[config.mk]
export PLATFORM = sky130hd
export DESIGN_NAME = eeprom_twi_slave
export DESIGN_NICKNAME = d
export VERILOG_FILES = /design/src/rtl/eeprom_twi_pkg.sv /design/src/rtl/twi_line_sync.sv /design/src/rtl/twi_sda_driver.sv /design/src/rtl/eeprom_twi_slave.sv
export SDC_FILE = /design/constraint.sdc
export NUM_CORES = 1
export LEC_CHECK = 0
export ABC_AREA = 0
export ABC_CLOCK_PERIOD_IN_PS = 3400
export BUFFER_PORTS_ARGS = -buffer_cell sky130_fd_sc_hd__buf_2
export CORE_MARGIN = 2
export CORE_UTILIZATION = 30
export DETAILED_ROUTE_END_ITERATION = 7
export GPL_TIMING_DRIVEN = 1
export PLACE_DENSITY = 0.52
export SYNTH_ARGS = -nofsm -noshare
export SYNTH_HDL_FRONTEND = slang
export SYNTH_HIERARCHICAL = 1
export SYNTH_SLANG_ARGS = --single-unit
[constraint.sdc]
create_clock -name clk -period 3.4 [get_ports clk]
set_input_delay 0.51 -clock clk [delete_from_list [all_inputs] [get_ports clk]]
set_output_delay 0.51 -clock clk [all_outputs]
set_load 0.03 [all_outputs]
[src/rtl/eeprom_twi_pkg.sv]
package eeprom_twi_pkg;

    typedef enum logic [3:0] {
        ST_IDLE,
        ST_CTRL,
        ST_CTRL_ACK,
        ST_WADDR,
        ST_WADDR_ACK,
        ST_WDATA,
        ST_WDATA_ACK,
        ST_RDATA,
        ST_RACK,
        ST_IGNORE
    } twi_state_e;

endpackage

[src/rtl/twi_line_sync.sv]
module twi_line_sync #(
    parameter int STAGES = 2
) (
    input  logic clk,
    input  logic rst_n,
    input  logic scl_i,
    input  logic sda_i,
    output logic scl_o,
    output logic sda_o,
    output logic scl_rise_o,
    output logic scl_fall_o,
    output logic start_o,
    output logic stop_o
);

    logic [STAGES-1:0] scl_ff;
    logic [STAGES-1:0] sda_ff;
    logic              scl_q;
    logic              sda_q;

    always_ff @(posedge clk or negedge rst_n) begin
        if (!rst_n) begin
            scl_ff <= '1;
            sda_ff <= '1;
            scl_q  <= 1'b1;
            sda_q  <= 1'b1;
        end else begin
            scl_ff <= {scl_ff[STAGES-2:0], scl_i};
            sda_ff <= {sda_ff[STAGES-2:0], sda_i};
            scl_q  <= scl_ff[STAGES-1];
            sda_q  <= sda_ff[STAGES-1];
        end
    end

    assign scl_o      = scl_ff[STAGES-1];
    assign sda_o      = sda_ff[STAGES-1];
    assign scl_rise_o = scl_o & ~scl_q;
    assign scl_fall_o = ~scl_o & scl_q;
    assign start_o    = scl_o & scl_q & sda_q & ~sda_o;
    assign stop_o     = scl_o & scl_q & ~sda_q & sda_o;

endmodule

[src/rtl/twi_sda_driver.sv]
module twi_sda_driver #(
    parameter int DLY = 4
) (
    input  logic clk,
    input  logic rst_n,
    input  logic req_i,
    input  logic val_i,
    input  logic release_now_i,
    output logic low_o
);

    localparam int CW = $clog2(DLY + 1);

    logic [CW-1:0] cnt_q;
    logic          armed_q;
    logic          pend_q;

    always_ff @(posedge clk or negedge rst_n) begin
        if (!rst_n) begin
            low_o   <= 1'b0;
            cnt_q   <= '0;
            armed_q <= 1'b0;
            pend_q  <= 1'b0;
        end else if (release_now_i) begin
            low_o   <= 1'b0;
            armed_q <= 1'b0;
        end else if (req_i) begin
            pend_q  <= val_i;
            armed_q <= 1'b1;
            cnt_q   <= CW'(DLY);
        end else if (armed_q) begin
            if (cnt_q <= CW'(1)) begin
                low_o   <= pend_q;
                armed_q <= 1'b0;
            end else begin
                cnt_q <= cnt_q - CW'(1);
            end
        end
    end

    AST_DRV_NOT_IMMEDIATE: assert property (@(posedge clk) disable iff (!rst_n)
        (req_i && !release_now_i) |=> $stable(low_o));

endmodule

[src/rtl/eeprom_twi_slave.sv]
module eeprom_twi_slave
    import eeprom_twi_pkg::*;
#(
    parameter int         ADDR_W      = 8,
    parameter int         PAGE_W      = 4,
    parameter logic [3:0] DEV_CODE    = 4'b1010,
    parameter int         SYNC_STAGES = 2,
    parameter int         RELEASE_DLY = 4
) (
    input  logic              clk,
    input  logic              rst_n,
    input  logic              scl_i,
    input  logic              sda_i,
    output logic              sda_drive_low_o,
    input  logic [2:0]        strap_i,
    input  logic              busy_i,
    output logic              wr_valid_o,
    output logic [ADDR_W-1:0] wr_addr_o,
    output logic [7:0]        wr_data_o,
    output logic              wr_commit_o,
    output logic [ADDR_W-1:0] rd_addr_o,
    input  logic [7:0]        rd_data_i
);

    localparam logic [3:0] BYTE_BITS = 4'd8;

    logic scl_s, sda_s, scl_rise, scl_fall, ev_start, ev_stop;
    logic drv_req, drv_val;

    twi_state_e        state_q, state_d;
    logic [3:0]        bitcnt_q;
    logic [7:0]        shreg_q;
    logic [ADDR_W-1:0] ptr_q;
    logic              rw_q, mst_ack_q, wr_seen_q;

    twi_line_sync #(.STAGES(SYNC_STAGES)) u_sync (
        .clk(clk), .rst_n(rst_n), .scl_i(scl_i), .sda_i(sda_i),
        .scl_o(scl_s), .sda_o(sda_s), .scl_rise_o(scl_rise),
        .scl_fall_o(scl_fall), .start_o(ev_start), .stop_o(ev_stop)
    );

    twi_sda_driver #(.DLY(RELEASE_DLY)) u_drv (
        .clk(clk), .rst_n(rst_n), .req_i(drv_req), .val_i(drv_val),
        .release_now_i(ev_start | ev_stop), .low_o(sda_drive_low_o)
    );

    wire byte_end   = scl_fall && (bitcnt_q == BYTE_BITS);
    wire ctrl_match = (shreg_q[7:4] == DEV_CODE) && (shreg_q[3:1] == strap_i);
    wire rx_state   = (state_q == ST_CTRL) || (state_q == ST_WADDR) || (state_q == ST_WDATA);

    assign rd_addr_o = ptr_q;

    // state register
    always_ff @(posedge clk or negedge rst_n) begin
        if (!rst_n) state_q <= ST_IDLE;
        else        state_q <= state_d;
    end

    // next state
    always_comb begin
        state_d = state_q;
        if (ev_start) begin
            state_d = ST_CTRL;
        end else if (ev_stop) begin
            state_d = ST_IDLE;
        end else begin
            unique case (state_q)
                ST_IDLE:      state_d = ST_IDLE;
                ST_CTRL:      if (byte_end) state_d = (ctrl_match && !busy_i) ? ST_CTRL_ACK : ST_IGNORE;
                ST_WADDR:     if (byte_end) state_d = busy_i ? ST_IGNORE : ST_WADDR_ACK;
                ST_WDATA:     if (byte_end) state_d = busy_i ? ST_IGNORE : ST_WDATA_ACK;
                ST_CTRL_ACK:  if (scl_fall) state_d = rw_q ? ST_RDATA : ST_WADDR;
                ST_WADDR_ACK: if (scl_fall) state_d = ST_WDATA;
                ST_WDATA_ACK: if (scl_fall) state_d = ST_WDATA;
                ST_RDATA:     if (byte_end) state_d = ST_RACK;
                ST_RACK:      if (scl_fall) state_d = mst_ack_q ? ST_RDATA : ST_IGNORE;
                ST_IGNORE:    state_d = ST_IGNORE;
                default:      state_d = ST_IDLE;
            endcase
        end
    end

    // datapath and outputs
    always_ff @(posedge clk or negedge rst_n) begin
        if (!rst_n) begin
            bitcnt_q    <= '0;
            shreg_q     <= '0;
            ptr_q       <= '0;
            rw_q        <= 1'b0;
            mst_ack_q   <= 1'b0;
            wr_seen_q   <= 1'b0;
            wr_valid_o  <= 1'b0;
            wr_addr_o   <= '0;
            wr_data_o   <= '0;
            wr_commit_o <= 1'b0;
            drv_req     <= 1'b0;
            drv_val     <= 1'b0;
        end else begin
            wr_valid_o  <= 1'b0;
            wr_commit_o <= 1'b0;
            drv_req     <= 1'b0;
            if (ev_start) begin
                bitcnt_q  <= '0;
                wr_seen_q <= 1'b0;
            end else if (ev_stop) begin
                wr_commit_o <= wr_seen_q;
                wr_seen_q   <= 1'b0;
                bitcnt_q    <= '0;
            end else begin
                if (scl_rise) begin
                    if (rx_state) begin
                        shreg_q  <= {shreg_q[6:0], sda_s};
                        bitcnt_q <= bitcnt_q + 4'd1;
                    end else if (state_q == ST_RDATA) begin
                        bitcnt_q <= bitcnt_q + 4'd1;
                    end else if (state_q == ST_RACK) begin
                        mst_ack_q <= !sda_s;
                        if (!sda_s) ptr_q <= ptr_q + ADDR_W'(1);
                    end
                end
                if (scl_fall) begin
                    unique case (state_q)
                        ST_CTRL: if (bitcnt_q == BYTE_BITS) begin
                            rw_q <= shreg_q[0];
                            if (ctrl_match && !busy_i) begin
                                drv_req <= 1'b1; drv_val <= 1'b1;
                            end
                        end
                        ST_WADDR: if (bitcnt_q == BYTE_BITS && !busy_i) begin
                            ptr_q   <= shreg_q[ADDR_W-1:0];
                            drv_req <= 1'b1; drv_val <= 1'b1;
                        end
                        ST_WDATA: if (bitcnt_q == BYTE_BITS && !busy_i) begin
                            wr_valid_o <= 1'b1;
                            wr_addr_o  <= ptr_q;
                            wr_data_o  <= shreg_q;
                            wr_seen_q  <= 1'b1;
                            ptr_q[PAGE_W-1:0] <= ptr_q[PAGE_W-1:0] + PAGE_W'(1);
                            drv_req <= 1'b1; drv_val <= 1'b1;
                        end
                        ST_CTRL_ACK, ST_WADDR_ACK, ST_WDATA_ACK: begin
                            bitcnt_q <= '0;
                            drv_req  <= 1'b1;
                            if (state_q == ST_CTRL_ACK && rw_q) begin
                                shreg_q <= rd_data_i;
                                drv_val <= !rd_data_i[7];
                            end else begin
                                drv_val <= 1'b0;
                            end
                        end
                        ST_RDATA: begin
                            drv_req <= 1'b1;
                            if (bitcnt_q == BYTE_BITS) begin
                                bitcnt_q <= '0;
                                drv_val  <= 1'b0;
                            end else begin
                                shreg_q <= {shreg_q[6:0], 1'b0};
                                drv_val <= !shreg_q[6];
                            end
                        end
                        ST_RACK: begin
                            bitcnt_q <= '0;
                            if (mst_ack_q) begin
                                shreg_q <= rd_data_i;
                                drv_req <= 1'b1;
                                drv_val <= !rd_data_i[7];
                            end
                        end
                        default: ;
                    endcase
                end
            end
        end
    end

    wire in_ack = (state_q == ST_CTRL_ACK) || (state_q == ST_WADDR_ACK) || (state_q == ST_WDATA_ACK);
    wire in_wr  = (state_q == ST_WDATA) || (state_q == ST_WDATA_ACK);

    AST_CTRL_ACK_MATCH: assert property (@(posedge clk) disable iff (!rst_n)
        $rose(state_q == ST_CTRL_ACK) |-> ($past(shreg_q[7:4]) == DEV_CODE && $past(shreg_q[3:1]) == $past(strap_i)));
    AST_NO_ACK_WHEN_BUSY: assert property (@(posedge clk) disable iff (!rst_n)
        (in_ack && !$past(in_ack)) |-> !$past(busy_i));
    AST_WR_STROBE_IN_ACK: assert property (@(posedge clk) disable iff (!rst_n)
        wr_valid_o |-> (state_q == ST_WDATA_ACK));
    AST_PAGE_UPPER_HOLD: assert property (@(posedge clk) disable iff (!rst_n)
        (in_wr && $past(in_wr)) |-> (ptr_q[ADDR_W-1:PAGE_W] == $past(ptr_q[ADDR_W-1:PAGE_W])));
    AST_COMMIT_AT_IDLE: assert property (@(posedge clk) disable iff (!rst_n)
        wr_commit_o |-> (state_q == ST_IDLE));
    AST_COMMIT_SINGLE: assert property (@(posedge clk) disable iff (!rst_n)
        wr_commit_o |=> !wr_commit_o);
    AST_SILENT_IGNORE: assert property (@(posedge clk) disable iff (!rst_n)
        (state_q == ST_IGNORE) |-> !sda_drive_low_o);
    AST_PULL_WHILE_SCL_LOW: assert property (@(posedge clk) disable iff (!rst_n)
        $rose(sda_drive_low_o) |-> !scl_s);

endmodule

* Word-level counts from Yosys, hierarchy flattened
Index checks and enable logic that the tools add are counted.
** Storage, ports and cells
- Flip-flop bits (word level) :: 59
- Bits of input ports :: 16
- Output and inout port bits :: 27
- Logic and storage cells :: 177
** Operators by class
- Add/sub/neg operators :: 4
- $lt $le $gt $ge :: 1
- Equal/unequal tests :: 25
- Multiplexer cells :: 76
- Bitwise logic cells :: 17
- Reduce and logical (&&, ||, !) cells :: 33
** Operator list (count)
- two-way mux 8 bit :: 13
- two-way mux 4 bit :: 22
- one-hot mux 4 bit (8 select lines) :: 1
- two-way mux 1 bit :: 31
- inequality test 4 bit, second input constant :: 6
- one-hot mux 8 bit (3 select lines) :: 1
- == test 4 x 3 -> 1 bit, second input constant :: 4
- == test 4 bit, second input constant :: 4
- one-hot mux 4 bit (2 select lines) :: 2
- two-way mux 3 bit :: 4
- AND reduction 5 bit :: 2
- NOT 1 bit :: 9
- AND reduction 3 bit :: 3
- nonzero test 3 bit :: 3
- adder 4 x 1 -> 4 bit, second input constant :: 2
- adder 8 x 1 -> 8 bit, second input constant :: 1
- == test 4 x 2 -> 1 bit, second input constant :: 2
- AND reduction 8 bit :: 1
- OR reduction 4 bit :: 2
- bitwise AND 1 bit :: 7
- AND reduction 7 bit :: 1
- inequality test 2 x 1 -> 1 bit, second input constant :: 3
- inequality test 2 bit, second input constant :: 3
- AND reduction 6 bit :: 1
- 16 further kinds :: 28

* Logic depth before layout (Yosys ltp)
Gate-level depths: netlist of run 1.
- Word-level depth :: 10
- Gate-level depth with buffers :: 9
- Gate-level depth less buffers :: 7

* Cells and area by module
The synthesis of run 1 kept the hierarchy.
** Modules (own cells, without submodules)
- eeprom_twi_slave :: times used 1, cells an instance 301, area an instance 2919.0 µm², seq. area each 1176.1 µm²
- twi_sda_driver :: times used 1, cells an instance 37, area an instance 375.4 µm², seq. area each 150.1 µm²
- twi_line_sync :: times used 1, cells an instance 10, area an instance 190.2 µm², seq. area each 157.7 µm²

* Worst setup path before layout of run 1
OpenSTA, ideal clock, no wires.
- Path type :: register -> register
- Start point :: reg u_sync.sda_ff[1]
- End point :: reg wr_addr_o[0]
- Setup time :: 0.125 ns
- Data arrival time :: 2.039 ns
- Required time :: 3.275 ns
- Slack :: 1.235 ns
- Cell stages (with the launch flop) :: 10
- Path buffers :: 3
- Period minus slack after synthesis :: 2.165 ns
- Path through :: dfstp_2 -> and4b_1 -> nor2_1 -> and2_1 -> clkbuf_2 -> nand2_1 -> or2_1 -> buf_4 -> buf_6 -> mux2_4
** On the way
- Word-level cells in the longest chain between the ends :: 4
- Elaborated cells between the ends (all ways) :: 6
- Those cells by class :: bitwise (5); reduce/logical (1)
** RTL lines
- start, declared :: line twi_line_sync.sv:17 : logic [STAGES-1:0] sda_ff;
- start signal, assigned :: line twi_line_sync.sv:29 : sda_ff <= {sda_ff[STAGES-2:0], sda_i};
- NOT 1 bit :: line twi_line_sync.sv:39 : assign start_o = scl_o & scl_q & sda_q & ~sda_o;
- bitwise AND 1 bit :: line twi_line_sync.sv:39
- net ev_start :: line eeprom_twi_slave.sv:27 : logic scl_s, sda_s, scl_rise, scl_fall, ev_start, ev_stop;
- NOT 1 bit (no source line)
- AND reduction 5 bit (no source line)
- end signal, assigned :: line eeprom_twi_slave.sv:135 : wr_addr_o <= ptr_q;
- end, declared :: line eeprom_twi_slave.sv:18 : output logic [ADDR_W-1:0] wr_addr_o,
The timed path passes the listed nets, and every way through them passes these cells.
A chain may end at the register's enable or synchronous reset.

* Worst setup path in the final report of run 1
- Start point :: reg u_sync.sda_ff[1]
- End point :: reg wr_data_o[7]
** On the way
- Elaborated cells between the ends (all ways) :: 6
- Those cells by class :: bitwise (5); reduce/logical (1)
** RTL lines
- bitwise AND 1 bit :: line twi_line_sync.sv:40 : assign stop_o = scl_o & scl_q & ~sda_q & sda_o;
- net ev_stop :: line eeprom_twi_slave.sv:27
- NOT 1 bit (no source line)
- AND reduction 5 bit (no source line)
- end signal, assigned :: line eeprom_twi_slave.sv:136 : wr_data_o <= shreg_q;
- end, declared :: line eeprom_twi_slave.sv:19 : output logic [7:0] wr_data_o,
The timed path passes the listed nets, and every way through them passes these cells.

==> results of run 1 <==
worst reg2reg max path: cells and delay by family, from the launching register on:
family	cells	cell delay [ps]
muxes	1	430
and+or+nand+nor	5	1430
DFF	1	580
final cells by class:
class	count	share of cell area [%]
multi-input combinational	252	44.3
sequential	59	36.0
clock buffer	12	6.23
timing repair buffer	47	6.01
tap	143	4.34
clock inverter	4	1.79
inverter	14	1.28
cells in the final DEF (no fill, tap or decap), types with 3 or more instances in the layout:
cell / count
dfstp_2: 6
nand4_1: 5
xor2_1: 4
nand2_1: 31
a211oi_1: 3
a2bb2oi_1: 3
a31o_1: 7
nor2b_1: 5
clkbuf_16: 9
buf_4: 5
nand2b_1: 4
o22ai_1: 6
o21bai_1: 3
inv_1: 13
ha_1: 5
nand3b_1: 4
nand3_1: 10
nor2_1: 18
buf_2: 42
nor3_1: 6
dfrtp_1: 53
mux2_2: 10
xnor2_1: 5
mux2_4: 8
o21ai_0: 22
a22oi_1: 7
a41oi_1: 3
a31oi_1: 3
a21oi_1: 20
metrics by stage:
stage	cell area, um2	util [%]
finish	4120	36.2
CTS	4120	36.2
detailed placement	3790	33.3
global placement	3790	33.3
floorplan	3480	-
global route	4120	36.2
power by group through the flow:
stage	logic [mW]	clock network, mW	registers, mW
floorplan	0.103	0	0.795
global placement	0.126	0	0.856
detailed placement	0.128	0	0.855
CTS	0.128	1.03	0.843
global route	0.142	1.06	0.852
finish	0.125	1.00	0.845
cell families after synthesis:
logic type	count (synthesis)	share of synthesized area (%)
AO/OA/AOI/OAI	105	21.8
XOR/XNOR	9	2.26
adder cells (fa/ha/maj)	5	1.80
buffers and inverters	37	5.03
flip-flops	59	42.6
multiplexers	21	7.58
AND/OR/NAND/NOR	112	19.0
final timing paths:
path / from / to / slack (ps) / depth (start not counted)
min: rst_n / wr_data_o[2] / 220 / 1
max: u_sync/sda_ff[1] / wr_data_o[7] / 830 / 6
max in group asynchronous: rst_n / u_drv/cnt_q[2] / 2320 / 2
max reg2reg: u_sync/sda_ff[1] / wr_data_o[7] / 830 / 6
min in group clk: scl_i / u_sync/scl_ff[0] / 270 / 1
min reg2reg: u_sync/sda_ff[0] / u_sync/sda_ff[1] / 370 / 0
registers in the layout, summed over array words and instances (netlist names), 2 cells and up:
signal         cells
bitcnt_q           4
state_q            4
u_sync/scl_ff      2
wr_data_o          8
u_sync/sda_ff      2
u_drv/cnt_q        3
rd_addr_o          8
wr_addr_o          8
shreg_q            8
metal layers:
metal / part of all wire [%] / vias up / track usage (%)
met5: 0 / - / 0
met4: 1.6 / 0 / 6.01
met3: 5.1 / 11 / 3.27
met2: 46 / 76 / 23.7
met1: 47 / 1421 / 21.6
li1: - / 1368 / -
==> results_dict.tcl, run 1 <==
set metrics [dict create \
    synth_area_leaders "dfrtp_1, dfstp_2, mux2_4" \
    synth_largest_area_cell "dfrtp_1" \
    swShare_pct 24.9 \
    cts.sinks 59 \
    ys_top_cells_by_count "dfrtp_1, nand2_1, o21ai_0" \
    cts_buffers 9 \
    root_buffer "clkbuf_16" \
    synth_area_per_cell_um2 10.0 \
    leakage_nw 1.81 \
    core_area_um2 11400 \
    io_pins 43 \
    worst_path_max_delay_cell "or2_1" \
    p_clk_share_pct 50.9 \
    cts_tree "done" \
    multi_input_area_um2 1830 \
    critPathCaptureType "flop" \
    crit_arrival_ps 2780 \
    stdcell_count 531 \
    h-tree-depth 3 \
    drive_above_1_share_pct 26.5 \
    fin_setup_tns_ps 0 \
    ys_ff_latch 59 \
    vias 2876 \
    worstPathMaxFanout 18 \
    antenna_found_initial 0 \
    synth_cells 348 \
    die_w_um 112 \
    dp_hpwl_um 6530 \
    path_buf_inv 0 \
    cap_violations 0 \
    ys_warn_count 6 \
    antenna_cells_inserted 0 \
    setup_violations 0 \
    fp.dieH_um 112 \
    wl_per_cell_um 17.5 \
    synth_top_flop_cell "dfrtp_1" \
    pwr-share-seq_pct 42.8 \
    max_slew_margin_pct 34.1 \
    overflow 0 \
    layout.nets 404 \
    finalWirelength_um 9280 \
    maxSlewViolCount 0 \
    crit_path_start_kind "flop" \
    cts.clk_slew.worst_paths_ps 50 \
    final.setup_skew_ps 10.5 \
    rows 39 \
    cts.repair.resized 0 \
    fmax_mhz 389 \
    cts_setup_buffers 0 \
    power.switching_mw 0.491 \
    period_minus_slack_ps 2570 \
    cp_top_family "simple AND/OR/NAND/NOR gates" \
    synth_edf_count 0 \
    worst_hold_slack_ps 220 \
    syn_nets 369 \
    fillers 1120 \
    vdd.ir_drop.worst_uv 333 \
    status "complete, no violations" \
    grt_pass1_wl_um 15100 \
    worst_slack_ps 827 \
    hold_viol_final 0 \
    postCtsHoldBufs 0 \
    tightest_slew_ps 989 \
    gp_congestion 0.884 \
    yosysMostFrequentCell "dfrtp_1" \
    drt_iter0_drc 185 \
    combPwrFrac_pct 6.3 \
    design.die.area_um2 12500 \
    internal_power_mw 1.48 \
    synthDistinctLibCells 80 \
    dp.cells 515 \
    drc_errors 0 \
    cpPeakStageDelay_ps 760 \
    port_buffers 42 \
    async_flop_share_pct 100 \
    final_antenna_net_count 0 \
    holdCritPathClass "input port to async pin" \
    grt_max_degree 31 \
    power_density_nw_per_um2 479 \
    rsz0062_at_grt "no" \
    clkLatencyLatePin_ps 330 \
    cp.required_ps 3610 \
    post-place-ws_ps 770 \
    synth.top_cell.area_share_pct 38.1 \
    critPathKind "flop to flop" \
    clockBufferDepth 2 \
    start_util_pct 30.6 \
    vias_per_cell 5.42 \
    syn2layout_area_growth_pct 18.2 \
    grt_pass1_vias 2736 \
    synth_area_um2 3480 \
    synth-seq-area-share_pct 42.6 \
    min_period_over_period_pct 75.7 \
    grt.total_usage_pct 15.5 \
    register_area_um2 1480 \
    first_pass_iters 4 \
    fin_total_pwr_mw 1.97 \
    worstPathCellList "and4b_1, nor2_1, and2_1, nand2_1, or2_1, mux2_2" \
]
(Power assumes the default switching activity.)
==> inputs of run 2 (changes only) <==
ABC_CLOCK_PERIOD_IN_PS = 2500   (was 3400)
clock period = 2.5 ns   (was 3.4 ns; I/O delays follow)
==> run 2 against run 1 <==
Sequential share of layout area is 0.58 points lower. Non-clock buffer count is 14 higher. Sequential power is 34% higher. Global-route usage increased by 0.63 points. Fmax up 15%. Clock-buffer cell count is 1 higher. Cell area rose by 1.6%. Final cell count increased by 2.4%. Highest routed layer unchanged.
==> results_dict.tcl, run 2 (synthesis gave the netlist of run 1 again) <==
set metrics [dict create \
    status "complete, no violations" \
    rsz0062_at_grt "no" \
    cts_tree "done" \
    wl_met1_um 4690 \
    root_buffer "clkbuf_16" \
    cpPeakStageDelay_ps 580 \
    power_density_nw_per_um2 591 \
    antenna_cells_inserted 0 \
    layout_commonest_cell "dfrtp_1" \
    rows 39 \
    finalWirelength_um 9420 \
    start_util_pct 30.6 \
    leakage_nw 1.86 \
    power.switching_mw 0.627 \
    route.met3.wl_um 405 \
    syn2layout_area_growth_pct 20.1 \
    fin_total_pwr_mw 2.47 \
    cp.required_ps 2730 \
    cts.clk_slew.worst_paths_ps 50 \
    r2r-start "u_sync/sda_ff[1]" \
    r2r-end "state_q[0]" \
    fillers 1166 \
    critPathCapture "state_q[0]" \
    vias_per_cell 5.39 \
    port_buffers 42 \
    fp.dieH_um 112 \
    crit_path_start "u_sync/sda_ff[1]" \
    drt_iter0_drc 170 \
    crit_arrival_ps 2470 \
    p_clk_share_pct 46.3 \
    layout.nets 418 \
    swShare_pct 25.3 \
    cts.sinks 59 \
    grt_pass1_wl_um 15800 \
    die_w_um 112 \
    fmax_mhz 445 \
    cts_buffers 9 \
    min_period_over_period_pct 89.9 \
    design.die.area_um2 12500 \
    critPathKind "flop to flop" \
    cts_setup_buffers 0 \
    clkLatencyLatePin_ps 330 \
    io_pins 43 \
    final.setup_skew_ps 8.80 \
    layout_common_cells "dfrtp_1, buf_2, nand2_1" \
    postCtsHoldBufs 0 \
    max_slew_margin_pct 53.8 \
    setup_violations 0 \
    worstPathMaxFanout 19 \
    h-tree-depth 3 \
    final_antenna_net_count 0 \
    crit_path_start_kind "flop" \
    dp_hpwl_um 6820 \
    dr_wl_met2_um 4230 \
    hold_viol_final 0 \
    clockBufferDepth 2 \
    worst_path_max_delay_cell "dfstp_2" \
    overflow 0 \
    holdCritPathClass "input port to async pin" \
    tightest_slew_ps 692 \
    drc_errors 0 \
    antenna_found_initial 0 \
    critPathCaptureType "flop" \
    worstPathCellList "and4b_1, nor2_1, buf_4, inv_2, nor4_2, a41o_1, nor3_1, a211oi_1" \
    combPwrFrac_pct 7.9 \
    core_area_um2 11400 \
    drive_above_1_share_pct 28.9 \
    grt_max_degree 33 \
    grt.total_usage_pct 16.2 \
    first_pass_iters 5 \
    cap_violations 0 \
    fin_setup_tns_ps 0 \
    gp_congestion 0.856 \
    grt_pass1_vias 2877 \
    period_minus_slack_ps 2250 \
    route.top_layer_used "met4" \
    wl_per_cell_um 17.3 \
    maxSlewViolCount 0 \
    vdd.ir_drop.worst_uv 297 \
    vias 2931 \
    internal_power_mw 1.85 \
    pwr-share-seq_pct 45.8 \
    cts.repair.resized 0 \
    ff2ff_setup_slack_ps 250 \
    worstRegToRegCells 8 \
]
-- run 2: cell count changes in the layout (fill, tap and decap cells not counted) --
cell / change
buf_12: +1
clkbuf_8: +1
bufinv_16: -2
clkinv_4: -1
buf_4: +13
clkinv_2: +1
-- run 2: worst min path at each step --
stage	start	slack, ps	to
after CTS	rst_n	110	wr_data_o[2]
after detailed placement	u_sync/scl_ff[0]	350	u_sync/scl_ff[1]
after global routing	rst_n	140	wr_data_o[2]
after floorplan	rst_n	80	bitcnt_q[0]
final	rst_n	90	wr_data_o[2]
after global placement	u_sync/scl_ff[0]	350	u_sync/scl_ff[1]
-- run 2: layout make-up --
cell class	count	area (um2)	area share [%]
Clock inverter	2	10.0	0.239
Sequential cell	59	1480	35.4
Clock buffer	13	270	6.46
Inverter	14	52.6	1.26
Timing Repair Buffer	61	365	8.73
Tap cell	143	179	4.27
Multi-Input combinational cell	252	1830	43.6
-- run 2: stage by stage --
| stage | std cells | utilization [%] | cell area [um2] | setup slack, ps | hold WS, ps |
|---|---|---|---|---|---|
| after CTS | 544 | 36.8 | 4190 | 274 | 112 |
| after global routing | 544 | 36.8 | 4190 | 87.8 | 140 |
| after detailed placement | 529 | 34.4 | 3910 | 279 | 352 |
| after floorplan | 348 | - | 3480 | 335 | 79.4 |
| after global placement | 529 | 34.4 | 3910 | 285 | 352 |
| final | 544 | 36.8 | 4190 | 253 | 88.8 |
-- run 2: layer usage --
metal,global-route usage [%],vias to the layer above
li1,-,1392
met1,23.4,1472
met2,23.6,62
met3,4.19,5
met4,4.94,0
met5,0,-
-- run 2: power groups by stage --
stage                     registers (mW)  logic [mW]  clock network (mW)
after global routing                1.14       0.220                1.23
after detailed placement            1.14       0.194                   0
after CTS                           1.13       0.197                1.18
after floorplan                     1.08       0.140                   0
final                               1.13       0.195                1.14
after global placement              1.14       0.193                   0
-- run 2: worst max-delay path, delay by kind of cell, from the launching register on --
family,cells,cell delay (ps)
buf+inv,2,350
simple gates,4,780
flops,1,580
compound gates,2,440
==> inputs of run 3 (changes only) <==
BUFFER_PORTS_ARGS = -buffer_cell sky130_fd_sc_hd__clkbuf_2   (was -buffer_cell sky130_fd_sc_hd__buf_2)
==> run 3 against run 2 <==
Sequential cell count stayed put. Fmax is 0.52% higher. Sequential share of layout area is 0.31 points lower. Combinational power is 3% higher. Clock skew is 6.0 ps lower.
==> results_dict.tcl, run 3 (synthesis gave the netlist of run 1 again) <==
set metrics [dict create \
    cap_violations 0 \
    crit_path_start_kind "flop" \
    core_area_um2 11400 \
    cpPeakStageDelay_ps 630 \
    design.die.area_um2 12500 \
    min_period_over_period_pct 89.4 \
    rows 39 \
    maxSlewViolCount 0 \
    grt.total_usage_pct 16.0 \
    tightest_slew_ps 757 \
    route.met3.wl_um 592 \
    r2r-end "drv_val" \
    wl_met1_um 4500 \
    final.setup_skew_ps 2.82 \
    fin_setup_tns_ps 0 \
    cts_setup_buffers 0 \
    root_buffer "clkbuf_16" \
    vias 2902 \
    drt_iter0_drc 186 \
    leakage_nw 1.87 \
    worstRegToRegCells 5 \
    ff2ff_setup_slack_ps 260 \
    worst_path_max_delay_cell "or4b_1" \
    vias_per_cell 5.30 \
    vdd.ir_drop.worst_uv 435 \
    fmax_mhz 447 \
    crit_arrival_ps 2440 \
    start_util_pct 30.6 \
    setup_violations 0 \
    cts.repair.resized 0 \
    antenna_cells_inserted 0 \
    crit_path_start "state_q[3]" \
    r2r-start "state_q[3]" \
    path_buf_inv 0 \
    die_w_um 112 \
    worstPathCellList "or4b_1, nor3_2, nand3_1, a31oi_2, mux2_1" \
    cts_buffers 9 \
    grt_pass1_vias 2983 \
    antenna_found_initial 0 \
    layout.nets 421 \
    h-tree-depth 3 \
    drc_errors 0 \
    first_pass_iters 4 \
    hold_viol_final 0 \
    holdCritPathClass "input port to flop" \
    gp_congestion 0.878 \
    period_minus_slack_ps 2240 \
    min_from "sda_i" \
    dp_hpwl_um 6880 \
    clockBufferDepth 2 \
    final_antenna_net_count 0 \
    syn2layout_area_growth_pct 21.2 \
    drive_above_1_share_pct 29.6 \
    layout_commonest_cell "dfrtp_1" \
    stdcell_count 548 \
    power_density_nw_per_um2 603 \
    wl_per_cell_um 17.5 \
    io_pins 43 \
    cp.required_ps 2710 \
    cts.sinks 59 \
    grt_pass1_wl_um 15900 \
    critPathKind "flop to flop" \
    hold_path_end "u_sync/sda_ff[0]" \
    status "complete, no violations" \
    dr_wl_met2_um 4350 \
    cts_tree "done" \
    rsz0062_at_grt "no" \
    finalWirelength_um 9580 \
    route.top_layer_used "met4" \
    postCtsHoldBufs 0 \
    critPathCaptureType "flop" \
    grt_max_degree 60 \
    worst_hold_slack_ps 128 \
    cp_top_family "simple AND/OR/NAND/NOR gates" \
    overflow 0 \
    hold_depth 1 \
    layout_common_cells "dfrtp_1, clkbuf_2, nand2_1" \
    dp.cells 532 \
    max_slew_margin_pct 49.5 \
    port_buffers 42 \
    fillers 1157 \
    clkLatencyLatePin_ps 330 \
    cts.clk_slew.worst_paths_ps 50 \
    worstPathMaxFanout 17 \
    fp.dieH_um 112 \
]
run 3: cell types whose count changed in the layout (fill, tap and decap cells not counted), sizes merged:
cell | before | now
clkinvlp | 0 | 1
bufinv | 0 | 1
buf | 61 | 22
clkbuf | 13 | 53
clkinv | 2 | 3
run 3: metal layers:
metal / vias to the layer above / global-route usage (%)
met2: 95 / 23.6
met5: - / 0
met4: 0 / 5.27
li1: 1389 / -
met3: 11 / 3.97
met1: 1407 / 23.0
run 3: worst max-delay path by stage:
stage	end	cells after the start
2_1_floorplan	wr_addr_o[0]	9
3_3_place_gp	drv_val	5
3_5_place_dp	drv_val	5
4_1_cts	drv_val	5
5_1_grt	drv_val	5
6_report	drv_val	5
run 3: final cells by class:
class	instances	area, um2	area share, %
multi-input combinational	252	1830	43.2
sequential	59	1480	35.1
tap	143	179	4.24
clock buffer	11	243	5.75
inverter	14	52.6	1.24
clock inverter	5	52.6	1.24
timing repair buffer	64	388	9.18
run 3: metrics by stage:
stage          setup slack [ps]  total power [mW]  instance area, um2  utilization [%]
3_3_place_gp                213              1.34                3930             34.6
2_1_floorplan               335              1.22                3480                -
4_1_cts                     278              2.58                4220             37.2
5_1_grt                    97.7              2.66                4220             37.2
6_report                    264              2.55                4220             37.2
3_5_place_dp                284              1.35                3930             34.6
run 3: worst reg2reg max path, stage by stage (launching register included):
cell and delay, ps:
dfrtp_1 560, or4b_1 630, nor3_2 230, nand3_1 130, a31oi_2 240, mux2_1 340
run 3: where the power goes:
group | total [mW] | switching (mW) | internal (mW)
combinational | 0.201 | 0.108 | 0.0929
clock | 1.21 | 0.422 | 0.792
sequential | 1.13 | 0.112 | 1.02
total | 2.55 | 0.643 | 1.90
